$ cat src/rtl/sertx_pkg.sv
package sertx_pkg;

    localparam int TICKS_PER_BIT = 16;
    localparam int BREAK_BITS    = 13;

    typedef enum logic [2:0] {
        ST_IDLE,
        ST_START,
        ST_DATA,
        ST_PAR,
        ST_STOP,
        ST_BRK
    } tx_state_e;

    typedef struct packed {
        logic nine;
        logic par_en;
        logic par_odd;
        logic two_stop;
    } frame_cfg_t;

    function automatic frame_cfg_t decode_cfg(logic nine, logic [1:0] pm, logic two);
        frame_cfg_t c;
        c.nine     = nine;
        c.par_en   = !nine && (pm == 2'b01 || pm == 2'b10);
        c.par_odd  = (pm == 2'b10);
        c.two_stop = two;
        return c;
    endfunction

    function automatic logic parity_of(logic [7:0] d, logic odd);
        return (^d) ^ odd;
    endfunction

endpackage

$ cat src/rtl/sertx_fifo.sv
module sertx_fifo #(
    parameter int DEPTH = 4,
    parameter int W     = 9
) (
    input  logic         clk,
    input  logic         rst,
    input  logic         wr_en,
    input  logic [W-1:0] wr_data,
    input  logic         rd_en,
    output logic [W-1:0] rd_data,
    output logic         empty,
    output logic         full
);
    localparam int AW = (DEPTH > 1) ? $clog2(DEPTH) : 1;
    localparam int CW = $clog2(DEPTH + 1);

    logic [W-1:0]  mem [DEPTH];
    logic [AW-1:0] wr_ptr, rd_ptr;
    logic [CW-1:0] count_q;
    logic          do_wr, do_rd;

    function automatic logic [AW-1:0] bump(logic [AW-1:0] p);
        return (p == AW'(DEPTH - 1)) ? '0 : p + 1'b1;
    endfunction

    assign empty   = (count_q == '0);
    assign full    = (count_q == CW'(DEPTH));
    assign do_wr   = wr_en && !full;
    assign do_rd   = rd_en && !empty;
    assign rd_data = mem[rd_ptr];

    always_ff @(posedge clk) begin
        if (do_wr) mem[wr_ptr] <= wr_data;
    end

    always_ff @(posedge clk) begin
        if (rst) begin
            wr_ptr  <= '0;
            rd_ptr  <= '0;
            count_q <= '0;
        end else begin
            if (do_wr) wr_ptr <= bump(wr_ptr);
            if (do_rd) rd_ptr <= bump(rd_ptr);
            case ({do_wr, do_rd})
                2'b10:   count_q <= count_q + 1'b1;
                2'b01:   count_q <= count_q - 1'b1;
                default: count_q <= count_q;
            endcase
        end
    end

    assert_fifo_bound_R1: assert property (@(posedge clk) disable iff (rst)
        count_q <= CW'(DEPTH));

    assert_full_write_dropped_R1: assert property (@(posedge clk) disable iff (rst)
        (full && wr_en && !rd_en) |=> (count_q == CW'(DEPTH)));

endmodule

$ cat src/rtl/sertx_baud.sv
module sertx_baud #(
    parameter int DIV_W = 16
) (
    input  logic             clk,
    input  logic             rst,
    input  logic             run,
    input  logic [DIV_W-1:0] divisor,
    output logic             bit_done
);
    import sertx_pkg::*;
    localparam int SW = $clog2(TICKS_PER_BIT);

    logic [DIV_W-1:0] cnt_q;
    logic [SW-1:0]    sub_q;
    logic             tick;

    assign tick     = run && (cnt_q == divisor);
    assign bit_done = tick && (sub_q == SW'(TICKS_PER_BIT - 1));

    always_ff @(posedge clk) begin
        if (rst || !run) begin
            cnt_q <= '0;
            sub_q <= '0;
        end else begin
            cnt_q <= tick ? '0 : cnt_q + 1'b1;
            if (tick) sub_q <= sub_q + 1'b1;
        end
    end

endmodule

$ cat src/rtl/sertx_shifter.sv
module sertx_shifter (
    input  logic       clk,
    input  logic       rst,
    input  logic       fifo_empty,
    input  logic [8:0] fifo_data,
    output logic       fifo_pop,
    input  logic       data9,
    input  logic [1:0] par_mode,
    input  logic       two_stop,
    input  logic       flow_en,
    input  logic       cts_n,
    input  logic       break_req,
    input  logic       bit_done,
    output logic       run,
    output logic       line_q,
    output logic       busy
);
    import sertx_pkg::*;

    tx_state_e  state_q;
    frame_cfg_t cfg_q;
    logic [8:0] shreg_q;
    logic [3:0] idx_q;
    logic       stop2_q;
    logic       brk_pend_q;
    logic       par_q;
    logic       line_d;
    logic       may_send;
    logic       take_brk;
    logic [3:0] last_idx;

    assign may_send = !flow_en || !cts_n;
    assign take_brk = (state_q == ST_IDLE) && brk_pend_q;
    assign fifo_pop = (state_q == ST_IDLE) && !brk_pend_q && !fifo_empty && may_send;
    assign run      = (state_q != ST_IDLE);
    assign busy     = run;
    assign last_idx = cfg_q.nine ? 4'd8 : 4'd7;

    always_comb begin
        case (state_q)
            ST_START: line_d = 1'b0;
            ST_DATA:  line_d = shreg_q[0];
            ST_PAR:   line_d = par_q;
            ST_BRK:   line_d = 1'b0;
            default:  line_d = 1'b1;
        endcase
    end

    always_ff @(posedge clk) begin
        if (rst) begin
            state_q    <= ST_IDLE;
            cfg_q      <= '0;
            shreg_q    <= '0;
            idx_q      <= '0;
            stop2_q    <= 1'b0;
            brk_pend_q <= 1'b0;
            par_q      <= 1'b0;
            line_q     <= 1'b1;
        end else begin
            line_q     <= line_d;
            brk_pend_q <= (brk_pend_q && !take_brk) || break_req;
            case (state_q)
                ST_IDLE: begin
                    if (take_brk) begin
                        state_q <= ST_BRK;
                        idx_q   <= '0;
                    end else if (fifo_pop) begin
                        cfg_q   <= decode_cfg(data9, par_mode, two_stop);
                        shreg_q <= fifo_data;
                        par_q   <= parity_of(fifo_data[7:0], par_mode == 2'b10);
                        idx_q   <= '0;
                        state_q <= ST_START;
                    end
                end
                ST_START: if (bit_done) state_q <= ST_DATA;
                ST_DATA: if (bit_done) begin
                    shreg_q <= {1'b0, shreg_q[8:1]};
                    if (idx_q == last_idx) begin
                        if (cfg_q.par_en) begin
                            state_q <= ST_PAR;
                        end else begin
                            state_q <= ST_STOP;
                            stop2_q <= cfg_q.two_stop;
                        end
                    end else begin
                        idx_q <= idx_q + 1'b1;
                    end
                end
                ST_PAR: if (bit_done) begin
                    state_q <= ST_STOP;
                    stop2_q <= cfg_q.two_stop;
                end
                ST_STOP: if (bit_done) begin
                    if (stop2_q) stop2_q <= 1'b0;
                    else         state_q <= ST_IDLE;
                end
                ST_BRK: if (bit_done) begin
                    if (idx_q == 4'(BREAK_BITS - 1)) begin
                        state_q <= ST_STOP;
                        stop2_q <= 1'b0;
                    end else begin
                        idx_q <= idx_q + 1'b1;
                    end
                end
                default: state_q <= ST_IDLE;
            endcase
        end
    end

    assert_bit_boundary_R7: assert property (@(posedge clk) disable iff (rst)
        (state_q != ST_IDLE && !bit_done) |=> $stable(state_q));

    assert_cts_gate_R6: assert property (@(posedge clk) disable iff (rst)
        (state_q == ST_IDLE && flow_en && cts_n) |=> (state_q != ST_START));

    assert_no_parity_nine_R3: assert property (@(posedge clk) disable iff (rst)
        (state_q == ST_PAR) |-> !cfg_q.nine);

    assert_break_low_R8: assert property (@(posedge clk) disable iff (rst)
        (state_q == ST_BRK) |=> !line_q);

endmodule

$ cat src/rtl/sertx_top.sv
module sertx_top #(
    parameter int DEPTH = 4,
    parameter int DIV_W = 16
) (
    input  logic             clk,
    input  logic             rst,
    input  logic             wr_en,
    input  logic [8:0]       wr_data,
    input  logic             data9,
    input  logic [1:0]       par_mode,
    input  logic             two_stop,
    input  logic             flow_en,
    input  logic             cts_n,
    input  logic             break_req,
    input  logic             loopback,
    input  logic [DIV_W-1:0] divisor,
    output logic             txd,
    output logic             loop_rx,
    output logic             tx_irq,
    output logic             busy
);
    logic [8:0] fifo_data;
    logic       fifo_empty, fifo_full, fifo_pop;
    logic       run, bit_done, line;

    sertx_fifo #(.DEPTH(DEPTH), .W(9)) u_fifo (
        .clk(clk), .rst(rst),
        .wr_en(wr_en), .wr_data(wr_data),
        .rd_en(fifo_pop), .rd_data(fifo_data),
        .empty(fifo_empty), .full(fifo_full)
    );

    sertx_baud #(.DIV_W(DIV_W)) u_baud (
        .clk(clk), .rst(rst), .run(run),
        .divisor(divisor), .bit_done(bit_done)
    );

    sertx_shifter u_shift (
        .clk(clk), .rst(rst),
        .fifo_empty(fifo_empty), .fifo_data(fifo_data), .fifo_pop(fifo_pop),
        .data9(data9), .par_mode(par_mode), .two_stop(two_stop),
        .flow_en(flow_en), .cts_n(cts_n), .break_req(break_req),
        .bit_done(bit_done), .run(run), .line_q(line), .busy(busy)
    );

    assign txd     = loopback ? 1'b1 : line;
    assign loop_rx = loopback ? line : 1'b1;
    assign tx_irq  = !fifo_full;

    assert_loop_idle_R9: assert property (@(posedge clk) disable iff (rst)
        loopback |-> txd);

    assert_irq_room_R1: assert property (@(posedge clk) disable iff (rst)
        (fifo_empty) |-> tx_irq);

endmodule

$ cat config.mk
export PLATFORM = sky130hd
export DESIGN_NAME = sertx_top
export DESIGN_NICKNAME = d
export VERILOG_FILES = /design/src/rtl/sertx_pkg.sv /design/src/rtl/sertx_fifo.sv /design/src/rtl/sertx_baud.sv /design/src/rtl/sertx_shifter.sv /design/src/rtl/sertx_top.sv
export SDC_FILE = /design/constraint.sdc
export NUM_CORES = 1
export LEC_CHECK = 0
export CELL_PAD_IN_SITES_DETAIL_PLACEMENT = 1
export CELL_PAD_IN_SITES_GLOBAL_PLACEMENT = 2
export CORE_MARGIN = 8
export CORE_UTILIZATION = 30
export CTS_CLUSTER_SIZE = 28
export DETAILED_ROUTE_END_ITERATION = 12
export DONT_BUFFER_PORTS = 1
export GPL_ROUTABILITY_DRIVEN = 0
export PLACE_DENSITY = 0.57
export SYNTH_ARGS = -nofsm -noshare
export SYNTH_HDL_FRONTEND = slang
export SYNTH_HIERARCHICAL = 1
export SYNTH_SLANG_ARGS = --single-unit
$ cat constraint.sdc
create_clock -name clk -period 6.8 [get_ports clk]
set_input_delay 1.02 -clock clk [delete_from_list [all_inputs] [get_ports clk]]
set_output_delay 1.02 -clock clk [all_outputs]
set_load 0.1 [all_outputs]
==> results by group <==
Clock network
  • Post-CTS resize count: 0
  • TritonCTS clock tree: built
  • CTS H-tree depth: 3
  • Clock transition at path regs: 70 ps
  • CTS Buf Count: 9
  • Hold buffer count at CTS: 0
  • Worst skew pair latency: 350 ps
  • Longest Clk Path Bufs: 2
  • Root Buffer: clkbuf_16
  • Post-CTS setup buffers: 0
  • CTS sink cnt: 88

Floorplan
  • Die height: 136 µm
  • Site Rows: 44
  • Core area: 0.0143 mm²
  • Die Footprint: 0.0185 mm²
  • Io pins: 40
  • Starting Density: 30.2%
  • Die Wd: 136 µm

Status
  • Status: complete, no violations

Logic synthesis
  • Largest area contributor in the netlist: edfxtp_1
  • Syn_area_per_cell: 10.7 µm²
  • Async set or reset register ratio after synthesis: 0%
  • Syn Inst Count: 403
  • Count of cell types in the netlist: 67
  • Syn_nets: 451
  • Synth top area share: 25.0%
  • Post-Synthesis Cell Area: 0.00433 mm²
  • Primary FF master, synth: dfxtp_1
  • YS warnings: 6
  • Seq cells post-synth: 88
  • Post-synth EDFFs: 36
  • Largest cells by area after synthesis: edfxtp_1 (25%), dfxtp_1 (24%), mux4_2 (4.7%)
  • Sequential share of the synthesized area: 49.1%

Route
  • Vias per cell: 4.95
  • DRC: 0
  • Post-Route WL: 9930 µm
  • Vias: 2,899
  • Post-route ant nets: 0
  • Routed WL per cell: 16.9 µm
  • Pre-antenna DRT Iters: 4
  • Detailed router's first-iteration violation count: 142

Pwr
  • P_leak: 1.62 nW
  • Net Sw Frac: 34.4%
  • Clock power share: 32.2%
  • Sequential power share: 42.5%
  • Pwr/cell area: 324 mW/mm²
  • Power share of the combinational group: 25.3%
  • VDD IR max: 130 µV
  • Power Internal: 1.01 mW
  • NetSw: 531 µW

Placement
  • Post-placement cell count: 570
  • Placement Setup Slack: 2940 ps
  • DP Wirelength: 7100 µm
  • PortBufs: 0
  • DP Area: 0.00447 mm²

Finish
  • Non-filler cells, final: 586
  • Diode count: 0
  • Total Nets Final: 445
  • Area Overhead vs Synth: 10.2%
  • Fillers: 1,626
  • Layout cell share with drive strength beyond 1: 11.4%
  • Design Area, Final: 0.00476 mm²

Hold path
  • Beginning of the worst hold path: u_shift/shreg_q[8]$_SDFFE_PP0P_
  • Worst Hold Class: flop to flop

Setup path
  • Required @ worst endpoint: 7050 ps
  • FF-to-FF Start: u_shift/state_q[2]$_SDFFE_PP0P_
  • Worst setup SP type: flop
  • Crit. End Element: flop
  • Worst setup startpoint: u_shift/state_q[2]$_SDFFE_PP0P_
  • Setup CP Type: flop to flop
  • Arr. time, crit path: 3850 ps
  • Crit-path max FO: 17

Timing
  • Period utilisation layout: 52.9%
  • Hold Vio Cnt, Final: 0
  • Final setup viols: 0
  • Total Neg Setup Slack: 0 ps
  • PnR worst setup slack: 3200 ps
  • Worst-Margin Slew: 1010 ps
  • Fin Hold WS: 490 ps
  • RSZ-0062 raised after global routing: no
  • FMAX: 278 MHz
  • Clock skew: 7.79 ps
  • Tmin final: 3600 ps
  • Max-slew headroom: 32.9%
  • Final slew viol count: 0

Global route
  • GRT overflow: 0
  • Number of global-route vias before repair: 2,985
  • First-pass GRT wire length: 16,100 µm
  • Largest net degree at the start of global routing: 33
  • Antenna violations before repair: 0
  • GRT Total Usage: 11.4%

Job
  • MaxCap Viol Count: 0
-- critical path, cell delays in order, from the launching register on --
cell and delay, ps:
dfxtp_1 710, or3_1 200, buf_4 330, and2_1 210
nor4bb_1 300, and4_1 450, nand2_1 100, o31a_1 120
nor3_2 720, nor2_1 80, a311oi_1 270
-- sequential cells by signal, summed over array words and instances, names as in the netlist, 2 cells and up, named ones only --
signal and flops:
u_fifo/mem 36, u_fifo/wr_ptr 2, u_baud/cnt_q 16, u_shift/idx_q 4, u_baud/sub_q 4, u_shift/state_q 3
u_shift/shreg_q 9, u_fifo/count_q 3, u_shift/cfg_q 3, u_fifo/rd_ptr 2
-- power by group through the flow --
stage	Clock (mW)	Sequential, mW	Combinational, mW
floorplan	0	0.639	0.350
global placement	0	0.667	0.395
detailed placement	0	0.669	0.398
CTS	0.520	0.657	0.399
global route	0.536	0.665	0.436
finish	0.496	0.656	0.391
-- cells in the mapped netlist, types with 5 or more instances --
master and instances:
dfxtp_1 52, nand2b_1 6, nand2_1 24, inv_1 21
a21oi_1 17, ha_1 11, xnor2_1 17, nor2_1 44
clkbuf_1 10, mux4_2 9, o21ai_0 10, nand3_1 20
nor3_1 9, and4_1 5, edfxtp_1 36, a311oi_1 8
xor2_1 22
-- metrics by stage --
| step | util [%] | power [mW] |
|---|---|---|
| after detailed placement | 31.2 | 1.07 |
| after floorplan | - | 0.988 |
| after global placement | 31.2 | 1.06 |
| after CTS | 33.3 | 1.58 |
| after global routing | 33.3 | 1.64 |
| final | 33.3 | 1.54 |
-- routing by layer --
metal | GRT usage [%] | part of all wire (%) | wire length (µm) | up-vias
li1 | - | - | - | 1443
met1 | 14.1 | 47 | 4650 | 1416
met4 | 5.49 | 1.9 | 186 | 0
met5 | 0 | 0 | 0 | -
met2 | 18.3 | 48 | 4810 | 27
met3 | 2.59 | 2.8 | 278 | 13
-- worst paths after layout --
kind,end,slack [ps],cells after the start
worst min register to register,u_shift/shreg_q[8]$_SDFFE_PP0P_,490,2
worst max-delay path,u_shift/shreg_q[7]$_SDFFE_PP0P_,3200,10
worst max register to register,u_shift/shreg_q[7]$_SDFFE_PP0P_,3200,10
worst min-delay path,u_shift/shreg_q[8]$_SDFFE_PP0P_,490,2
-- layout make-up --
cell class	instances	area [µm²]	share of cell area (%)
repair buffers	2	15.0	0.315
inverters	21	78.8	1.65
clock inverters	7	67.6	1.42
well taps	184	230	4.83
multi-input cells	275	2030	42.5
clock buffers	9	225	4.73
flip-flops and latches	88	2120	44.5
-- layout by cell type (no fill, tap or decap), types with 2 or more instances in the layout --
master     netlist  routed
a21o_1           2       2
a21oi_1         17      17
a311oi_1         8       8
a31o_2           3       3
a31oi_1          2       2
and3_1           3       3
and3_2           2       2
and4_1           5       5
buf_4            2       2
clkbuf_16        0       9
dfxtp_1         52      52
edfxtp_1        36      36
ha_1            11      11
inv_1           21      21
inv_6            0       3
inv_8            0       3
mux2i_1          4       4
mux4_2           9       9
nand2_1         24      24
nand2b_1         6       6
nand3_1         20      20
nand4_1          4       4
nor2_1          44      44
nor2b_1          3       3
nor3_1           9       9
nor4_4           2       2
o21a_1           2       2
o21ai_0         10      10
o31ai_1          4       4
o32ai_1          2       2
or3_1            4       4
or4_1            4       4
xnor2_1         17      17
xor2_1          22      22
-- logic make-up (layout without fill, tap and decap cells) --
group	Yosys count	in the layout	synth area share, %
XOR/XNOR	40	40	8.42
multiplexers	13	13	5.61
adder cells (fa/ha/maj)	12	12	3.64
flip-flops	88	88	49.1
buffers and inverters	40	39	4.11
AND/OR/NAND/NOR	146	146	18.6
AO/OA/AOI/OAI	64	64	10.5
(Power assumes the default switching activity.)
